### src/rtl/sobel_pkg.sv
package sobel_pkg;
  // strobes from the control to the datapath, valid in the cycle of the pixel
  typedef struct packed {
    logic shift;  // accept pixel: shift window, update line buffers
    logic emit;   // window completed by this pixel is interior
    logic last;   // this interior window is the final one of the frame
  } ctrlStrobe_t;
endpackage

### src/rtl/sobel_ctrl.sv
module sobel_ctrl
  import sobel_pkg::*;
#(
  parameter int COL_W = 8,
  parameter int ROW_W = 7
) (
  input  logic             clk,
  input  logic             rst_n,
  input  logic             pixValid,
  input  logic             pixSof,
  input  logic [COL_W-1:0] widthIn,
  input  logic [ROW_W-1:0] heightIn,
  output ctrlStrobe_t      strobe,
  output logic [COL_W-1:0] colIdx
);
  logic [COL_W-1:0] colCnt, effCol;
  logic [ROW_W-1:0] rowCnt, effRow;
  logic active, take, rowEnd, frameEnd;

  always_comb begin
    take     = pixValid && (pixSof || active);
    effCol   = pixSof ? '0 : colCnt;
    effRow   = pixSof ? '0 : rowCnt;
    rowEnd   = (effCol == widthIn - COL_W'(1));
    frameEnd = rowEnd && (effRow == heightIn - ROW_W'(1));
    strobe.shift = take;
    strobe.emit  = take && (effRow >= ROW_W'(2)) && (effCol >= COL_W'(2));
    strobe.last  = take && (effRow >= ROW_W'(2)) && (effCol >= COL_W'(2)) && frameEnd;
    colIdx = effCol;
  end

  always_ff @(posedge clk or negedge rst_n) begin
    if (!rst_n) begin
      colCnt <= '0;
      rowCnt <= '0;
      active <= 1'b0;
    end else if (take) begin
      if (frameEnd) begin
        colCnt <= '0;
        rowCnt <= '0;
        active <= 1'b0;
      end else begin
        active <= 1'b1;
        colCnt <= rowEnd ? '0 : effCol + COL_W'(1);
        rowCnt <= rowEnd ? effRow + ROW_W'(1) : effRow;
      end
    end
  end
endmodule

### src/rtl/sobel_dp.sv
module sobel_dp
  import sobel_pkg::*;
#(
  parameter int PIX_W = 8,
  parameter int MAX_W = 160,
  parameter int COL_W = 8
) (
  input  logic             clk,
  input  logic             rst_n,
  input  ctrlStrobe_t      strobe,
  input  logic [COL_W-1:0] colIdx,
  input  logic [PIX_W-1:0] pixData,
  output logic             outValid,
  output logic [PIX_W-1:0] outData,
  output logic             outEof
);
  localparam int ACC_W = PIX_W + 4;
  localparam logic [ACC_W-1:0] CLAMP = ACC_W'((1 << PIX_W) / 2 - 1);

  logic [PIX_W-1:0] lineUp1 [MAX_W];  // row r-1
  logic [PIX_W-1:0] lineUp2 [MAX_W];  // row r-2
  logic [PIX_W-1:0] win [3][3];       // [row][col], col 2 newest
  logic [PIX_W-1:0] newCol [3];
  logic s1Emit, s1Last;

  always_comb begin
    newCol[0] = lineUp2[colIdx];
    newCol[1] = lineUp1[colIdx];
    newCol[2] = pixData;
  end

  always_ff @(posedge clk) begin
    if (strobe.shift) begin
      lineUp2[colIdx] <= lineUp1[colIdx];
      lineUp1[colIdx] <= pixData;
    end
  end

  for (genvar i = 0; i < 3; i++) begin : g_winRow
    always_ff @(posedge clk or negedge rst_n) begin
      if (!rst_n) begin
        win[i][0] <= '0;
        win[i][1] <= '0;
        win[i][2] <= '0;
      end else if (strobe.shift) begin
        win[i][0] <= win[i][1];
        win[i][1] <= win[i][2];
        win[i][2] <= newCol[i];
      end
    end
  end

  // gradient arithmetic on the registered window
  logic signed [ACC_W-1:0] e [3][3];
  logic signed [ACC_W-1:0] gx, gy;
  logic [ACC_W-1:0] ax, ay, mag;
  logic [PIX_W-1:0] result;

  for (genvar i = 0; i < 3; i++) begin : g_extR
    for (genvar j = 0; j < 3; j++) begin : g_extC
      assign e[i][j] = $signed({{(ACC_W-PIX_W){1'b0}}, win[i][j]});
    end
  end

  always_comb begin
    gx = (e[0][2] + (e[1][2] <<< 1) + e[2][2]) - (e[0][0] + (e[1][0] <<< 1) + e[2][0]);
    gy = (e[2][0] + (e[2][1] <<< 1) + e[2][2]) - (e[0][0] + (e[0][1] <<< 1) + e[0][2]);
    ax = gx[ACC_W-1] ? ACC_W'(-gx) : ACC_W'(gx);
    ay = gy[ACC_W-1] ? ACC_W'(-gy) : ACC_W'(gy);
    mag = ax + ay;
    result = (mag > CLAMP) ? CLAMP[PIX_W-1:0] : mag[PIX_W-1:0];
  end

  always_ff @(posedge clk or negedge rst_n) begin
    if (!rst_n) begin
      s1Emit   <= 1'b0;
      s1Last   <= 1'b0;
      outValid <= 1'b0;
      outEof   <= 1'b0;
      outData  <= '0;
    end else begin
      s1Emit   <= strobe.emit;
      s1Last   <= strobe.last;
      outValid <= s1Emit;
      outEof   <= s1Last;
      outData  <= s1Emit ? result : '0;
    end
  end
endmodule

### src/rtl/sobel_stream.sv
module sobel_stream
  import sobel_pkg::*;
#(
  parameter int PIX_W = 8,
  parameter int MAX_W = 160,
  parameter int MAX_H = 120,
  localparam int COL_W = $clog2(MAX_W + 1),
  localparam int ROW_W = $clog2(MAX_H + 1)
) (
  input  logic             clk,
  input  logic             rst_n,
  input  logic [COL_W-1:0] widthIn,
  input  logic [ROW_W-1:0] heightIn,
  input  logic             pixValid,
  input  logic             pixSof,
  input  logic [PIX_W-1:0] pixData,
  output logic             outValid,
  output logic [PIX_W-1:0] outData,
  output logic             outEof
);
  ctrlStrobe_t      strobe;
  logic [COL_W-1:0] colIdx;

  sobel_ctrl #(.COL_W(COL_W), .ROW_W(ROW_W)) u_ctrl (
    .clk(clk), .rst_n(rst_n), .pixValid(pixValid), .pixSof(pixSof),
    .widthIn(widthIn), .heightIn(heightIn), .strobe(strobe), .colIdx(colIdx)
  );

  sobel_dp #(.PIX_W(PIX_W), .MAX_W(MAX_W), .COL_W(COL_W)) u_dp (
    .clk(clk), .rst_n(rst_n), .strobe(strobe), .colIdx(colIdx),
    .pixData(pixData), .outValid(outValid), .outData(outData), .outEof(outEof)
  );
endmodule

### config.mk
export PLATFORM = sky130hd
export DESIGN_NAME = sobel_stream
export DESIGN_NICKNAME = d
export VERILOG_FILES = /design/src/rtl/sobel_pkg.sv /design/src/rtl/sobel_ctrl.sv /design/src/rtl/sobel_dp.sv /design/src/rtl/sobel_stream.sv
export SDC_FILE = /design/constraint.sdc
export NUM_CORES = 2
export LEC_CHECK = 0
export BUFFER_PORTS_ARGS = -buffer_cell sky130_fd_sc_hd__buf_2
export CORE_ASPECT_RATIO = 1.1
export CORE_MARGIN = 3
export CORE_UTILIZATION = 44
export CTS_BUF_LIST = sky130_fd_sc_hd__clkbuf_8
export CTS_CLUSTER_DIAMETER = 80
export DETAILED_ROUTE_END_ITERATION = 16
export GPL_TIMING_DRIVEN = 0
export HOLD_SLACK_MARGIN = 0.15
export PLACE_DENSITY = 0.63
export SYNTH_ARGS = -nofsm -noshare
export SYNTH_HDL_FRONTEND = slang
export SYNTH_HIERARCHICAL = 1
export SYNTH_SLANG_ARGS = --single-unit
### constraint.sdc
create_clock -name clk -period 9.5 [get_ports clk]
set_input_delay 0.475 -clock clk [delete_from_list [all_inputs] [get_ports clk]]
set_output_delay 0.475 -clock clk [all_outputs]
set_load 0.05 [all_outputs]
# Word-level counts from Yosys, hierarchy flattened
# Memories as Yosys holds them, arrays and structs flattened. A register that Yosys moved wholly into a read port is not among the register bits.
# Cells that the tools add are included.
# totals
ram_bits,2560
in_bits,27
reg_bits,92
memories,2
# op_classes
addsub,17
order_cmp,3
n_reduce_logical,7
muxes,13
eq_ne,2
# mem_list
name,words,word_bits,rd,rd_clocked_by_memory_dff,wr,line,text
u_dp.lineUp1,160,8,1,0,1,sobel_dp.sv:20,logic [PIX_W-1:0] lineUp1 [MAX_W];
u_dp.lineUp2,160,8,1,1,1,sobel_dp.sv:21,logic [PIX_W-1:0] lineUp2 [MAX_W];
# op_table
operator,n
12-bit by 9-bit adder with 12-bit output,4
8-bit by 9-bit adder with 10-bit output,4
8-bit 2-to-1 mux,5
12-bit 2-to-1 mux,2
12-bit negator,2
12-bit subtractor,2
7-bit 2-to-1 mux,3
12-bit adder,1
12-bit by 7-bit greater-than comparator with 1-bit output (second input constant),1
8-bit by 1-bit adder with 8-bit output (second input constant),1
8-bit equality test,1
8-bit by 2-bit >= comparator with 1-bit output (second input constant),1
8-bit by 1-bit subtractor with 8-bit output (second input constant),1
7-bit by 1-bit adder with 7-bit output (second input constant),1
7-bit equality test,1
7-bit by 2-bit >= comparator with 1-bit output (second input constant),1
7-bit by 1-bit subtractor with 7-bit output (second input constant),1
1-bit logical AND,5
1-bit 2-to-1 mux,3
1-bit zero test,1
1-bit logical OR,1

# Depth between registers and ports, before layout
# depth
word_depth,9
ltp_mapped,25
ltp_nobuf,25

# Hierarchy
# The synthesis kept the hierarchy.
# modules_own_cells
module,cells_per_inst,instances,area_per_inst_um2,seq_area_each_um2
sobel_dp,4910,1,104270.0,78975.7
sobel_ctrl,216,1,1739.2,400.4

# Least setup slack after synthesis
# No wires, ideal clock.
# synth_timing
path_kind,input-to-reg
start,in pixSof
end,"mem u_dp.lineUp2[0][1], data pin"
path_slack_ps,1055
t_required_ps,8335
path_buffers,6
cell_stages,13
arrival_time_ps,7280
path_cell_list,buf_6 > buf_2 > nor2b_1 > buf_4 > buf_6 > buf_4 > buf_2 > mux2i_1 > a22oi_1 > a22oi_1 > o2111ai_1 > o21ai_0 > a31oi_1
# synth_lines
element,line,text
from (decl),sobel_stream.sv:15,"input logic pixSof,"
to (decl),sobel_dp.sv:21,

# Worst setup path after layout
# layout_timing
start,reg u_ctrl.colCnt[3]
end,"mem u_dp.lineUp1[26][5], enable pin"
# layout_via
elab_chain_cells,1
# layout_rtl
element,line,text
from (decl),sobel_ctrl.sv:16,"logic [COL_W-1:0] colCnt, effCol;"
from (signal assigned),sobel_ctrl.sv:44,colCnt <= rowEnd ? '0 : effCol + COL_W'(1);
8-bit 2-to-1 mux,sobel_ctrl.sv:22,effCol = pixSof ? '0 : colCnt;
via colIdx[3],sobel_stream.sv:22,logic [COL_W-1:0] colIdx;
to (decl),sobel_dp.sv:20,
# The timed path passes the listed nets, and every way through them passes these cells.

==> run_results.csv <==
group,metric,value,unit
run_status,outcome,"complete, but fails checks",
run_status,violations,"max-capacitance violations, max-slew violations",
sta,final-hold-violation-count,0,
pwr,power-per-cell-area,278.6,nW/µm²
cells_and_area,stdcell_count,9275,
worst_setup_path,r2r_start,"u_ctrl/colCnt[3]$_DFFE_PN0P_",
min_path,hold_path_startpoint,"widthIn[4]",
synth,synthFlopType,"edfxtp_1",
cells_and_area,final_common_cell,"edfxtp_1",
min_path,hold_path_depth,6,
worst_setup_path,rr_worst_depth,9,
worst_setup_path,r2r_slack,1.23,ns
synth,syn_inst,5126,
grt,grt_max_degree,122,
synth,seq_area_frac_synth,0.7488,
worst_setup_path,required,10.18,ns
place,io_buffers,36,
sta,final-setup-viol-count,0,
cts,cts_root_buffer,"clkbuf_8",
cells_and_area,layout_common_cells,"edfxtp_1, mux4_2, clkbuf_8",
routing,post_drt_wl_per_cell,38.62,µm
sta,min_period,8.273,ns
place,hpwl,242100,µm
grt,track_usage,0.2894,
routing,vias,59510,
synth,syn-num-nets,5259,
floorplan,chipHeight,520.8,µm
sta,worstMarginPinSlew,1.724,ns
floorplan,rows,188,
sta,finalCritPeriodShare,0.8709,
min_path,worstHoldPathType,"in -> reg",
cells_and_area,drive_gt1_frac,0.2888,
routing,drtIter0Drc,9273,
sta,rsz0062_at_grt,"false",
place,gp_congestion,1.022,
cts,clock_latency,1.06,ns
min_path,hold_path_end,"u_ctrl/rowCnt[2]$_DFFE_PN0P_",
cells_and_area,nFillCells,18840,
floorplan,start_util,0.4436,
cts,clkTransAtPathRegs,0.07,ns
worst_setup_path,start_kind,"flip-flop",
grt,antenna_found_initial,27,
job,max-cap-violations,16,
cts,numCtsBuffers,417,
grt,grt_pass1_wl,485100,µm
worst_setup_path,critPathMaxFanout,10,
synth,synth-async-reset-ratio,0.03759,
synth,synthDistinctLibCells,90,
routing,detail_route.first_pass.iterations,7,
cells_and_area,finalNetCount,5947,
synth,syn_area_per_cell,20.68,µm²
floorplan,boundaryPins,37,
sta,max_slew_margin,-0.1598,
floorplan,die_area,246900,µm²
routing,ant_nets,0,
sta,skew,0.1087,ns
sta,slew_violations,87,
cts,ctsResizeCount,0,
routing,routed_wl,358200,µm
sta,whs,0.2797,ns
worst_setup_path,cp.arrival,8.95,ns
synth,ys_ff_latch,2660,
pwr,leakage,39.22,nW
grt,overflow,0,
worst_setup_path,r2r-end,"u_dp/lineUp1[26][5]$_DFFE_PP_",
synth,synth_warnings,6,
cts,post_cts_buffers,0,
place,placed_cells,8515,
cts,cts_tree,"done",
cts,cts_sinks,2660,
cts,max-clock-path-buffers,4,
synth,syn_area,106000,µm²
routing,drc_errors,0,
routing,viasPerCell,6.416,
cells_and_area,area.growth.synth_to_final,15.67,%
worst_setup_path,end_kind,"flip-flop",
floorplan,die_w,474.0,µm
cts,htree_num_levels,5,
synth,synth-edff-count,2560,
sta,fmax,0.1209,GHz
worst_setup_path,critPathKind,"reg -> reg",
floorplan,core-area,239000,µm²
grt,first_global_vias,57900,
pwr,vdd_drop_max,913.5,µV
## state kept, by name, indices dropped and copies added (netlist names)
name and flops:
u_dp/e 72, u_ctrl/rowCnt 7, u_dp/outValid 1, u_dp/outData 8, u_dp/s1Emit 1, u_dp/s1Last 1, u_dp/outEof 1, u_ctrl/active 1
u_dp/lineUp1 1280, u_ctrl/colCnt 8, u_dp/lineUp2 1280
## power breakdown
part / internal (mW) / switching [mW] / leakage [nW]
clock network: 4.40 / 4.50 / 4.33
registers: 13.6 / 0.0985 / 24.2
logic: 4.63 / 6.90 / 10.7
total: 22.7 / 11.5 / 39.2
## worst max-delay path by stage
stage / startpoint / end / slack, ns / depth (start not counted)
3_3_place_gp: pixSof / u_dp/lineUp2[32][1]$_DFFE_PP_ / -8.15 / 11
2_1_floorplan: pixSof / u_dp/lineUp2[0][1]$_DFFE_PP_ / 1.06 / 13
4_1_cts: u_ctrl/colCnt[3]$_DFFE_PN0P_ / u_dp/lineUp1[26][3]$_DFFE_PP_ / 1.81 / 9
3_5_place_dp: pixSof / u_dp/lineUp1[26][3]$_DFFE_PP_ / 1.59 / 11
5_1_grt: u_ctrl/colCnt[3]$_DFFE_PN0P_ / u_dp/lineUp1[26][5]$_DFFE_PP_ / 1.65 / 9
6_report: u_ctrl/colCnt[3]$_DFFE_PN0P_ / u_dp/lineUp1[26][5]$_DFFE_PP_ / 1.23 / 9
## stage by stage
step                worst slack [ns]  area, µm²  utilization  power (mW)  TNS (ns)
floorplan                      1.055     106000            -       22.06         0
global placement              -8.145     110100       0.4607       25.45  -8776.29
detailed placement             1.590     114900       0.4809       25.45         0
CTS                            1.807     122600       0.5129       34.29         0
global route                   1.647     122600       0.5129       35.92         0
finish                         1.227     122600       0.5131       34.16         0
## synth_stat cells (all sizes together), types with 30 or more instances
| cell type | n | area [µm²] |
|---|---|---|
| edfxtp | 2560 | 76870 |
| mux4 | 624 | 14120 |
| nor2 | 237 | 889.6 |
| buf | 181 | 1265 |
| nand2 | 171 | 641.9 |
| a22oi | 161 | 1214 |
| mux2i | 121 | 1211 |
| dfrtp | 100 | 2502 |
| inv | 98 | 367.9 |
| clkbuf | 97 | 364.1 |
| o21ai | 82 | 410.4 |
| a21oi | 79 | 395.4 |
| fa | 63 | 1261 |
| ha | 43 | 538.0 |
| mux2 | 43 | 488.0 |
| nand3 | 38 | 190.2 |
| nor3 | 37 | 190.2 |
| xnor2 | 35 | 306.5 |
| a31oi | 30 | 187.7 |
## cell type report
cell class                      count  area (µm²)  share of cell area
Sequential cell                  2660       79380              0.6474
Multi-Input combinational cell   2089       25160              0.2052
Clock buffer                      435        5987             0.04883
Timing Repair Buffer              269        4632             0.03778
Tap cell                         3135        3923             0.03199
Buffer                            278        1644             0.01341
Clock inverter                    296        1484             0.01210
Inverter                           99       371.6            0.003031
Antenna cell                       14       35.03           0.0002857
## what timing repair did
action | in CTS | in global routing
hold endpoints to repair | 634 | 0
hold buffers | 15 | 0
setup endpoints to repair | 0 | 0
## worst max-delay path, cell delays in order (launching register included)
cell     delay, ns
dfrtp_1       0.43
nor2b_1       1.06
inv_1         0.17
nor2_1        1.24
buf_2         0.68
buf_1         0.95
buf_1         0.98
nand2_1       1.22
nor2_2        0.91
buf_8         0.25
## kinds of logic (layout without fill, tap and decap cells)
logic type | count (synthesis) | count (layout) | share of synthesized area
adder cells (fa/ha/maj) | 106 | 106 | 0.01697
AND/OR/NAND/NOR | 613 | 613 | 0.02690
other | 1 | 15 | 0.00003537
multiplexers | 788 | 788 | 0.1492
XOR/XNOR | 47 | 47 | 0.004084
buffers and inverters | 377 | 1377 | 0.01887
flip-flops | 2660 | 2660 | 0.7488
AO/OA/AOI/OAI | 534 | 534 | 0.03517
## routing by layer
layer  part of all wire  GRT usage  up-vias  wire (µm)
met5            0.00040          0        -        142
met4              0.071     0.1677       18      25450
met3               0.13    0.08741      956      44980
met2               0.45     0.4360     4484     161500
met1               0.35     0.3747    31370     126200
li1                   -          -    22690          -
No activity file was read; power rests on OpenSTA's default activity.
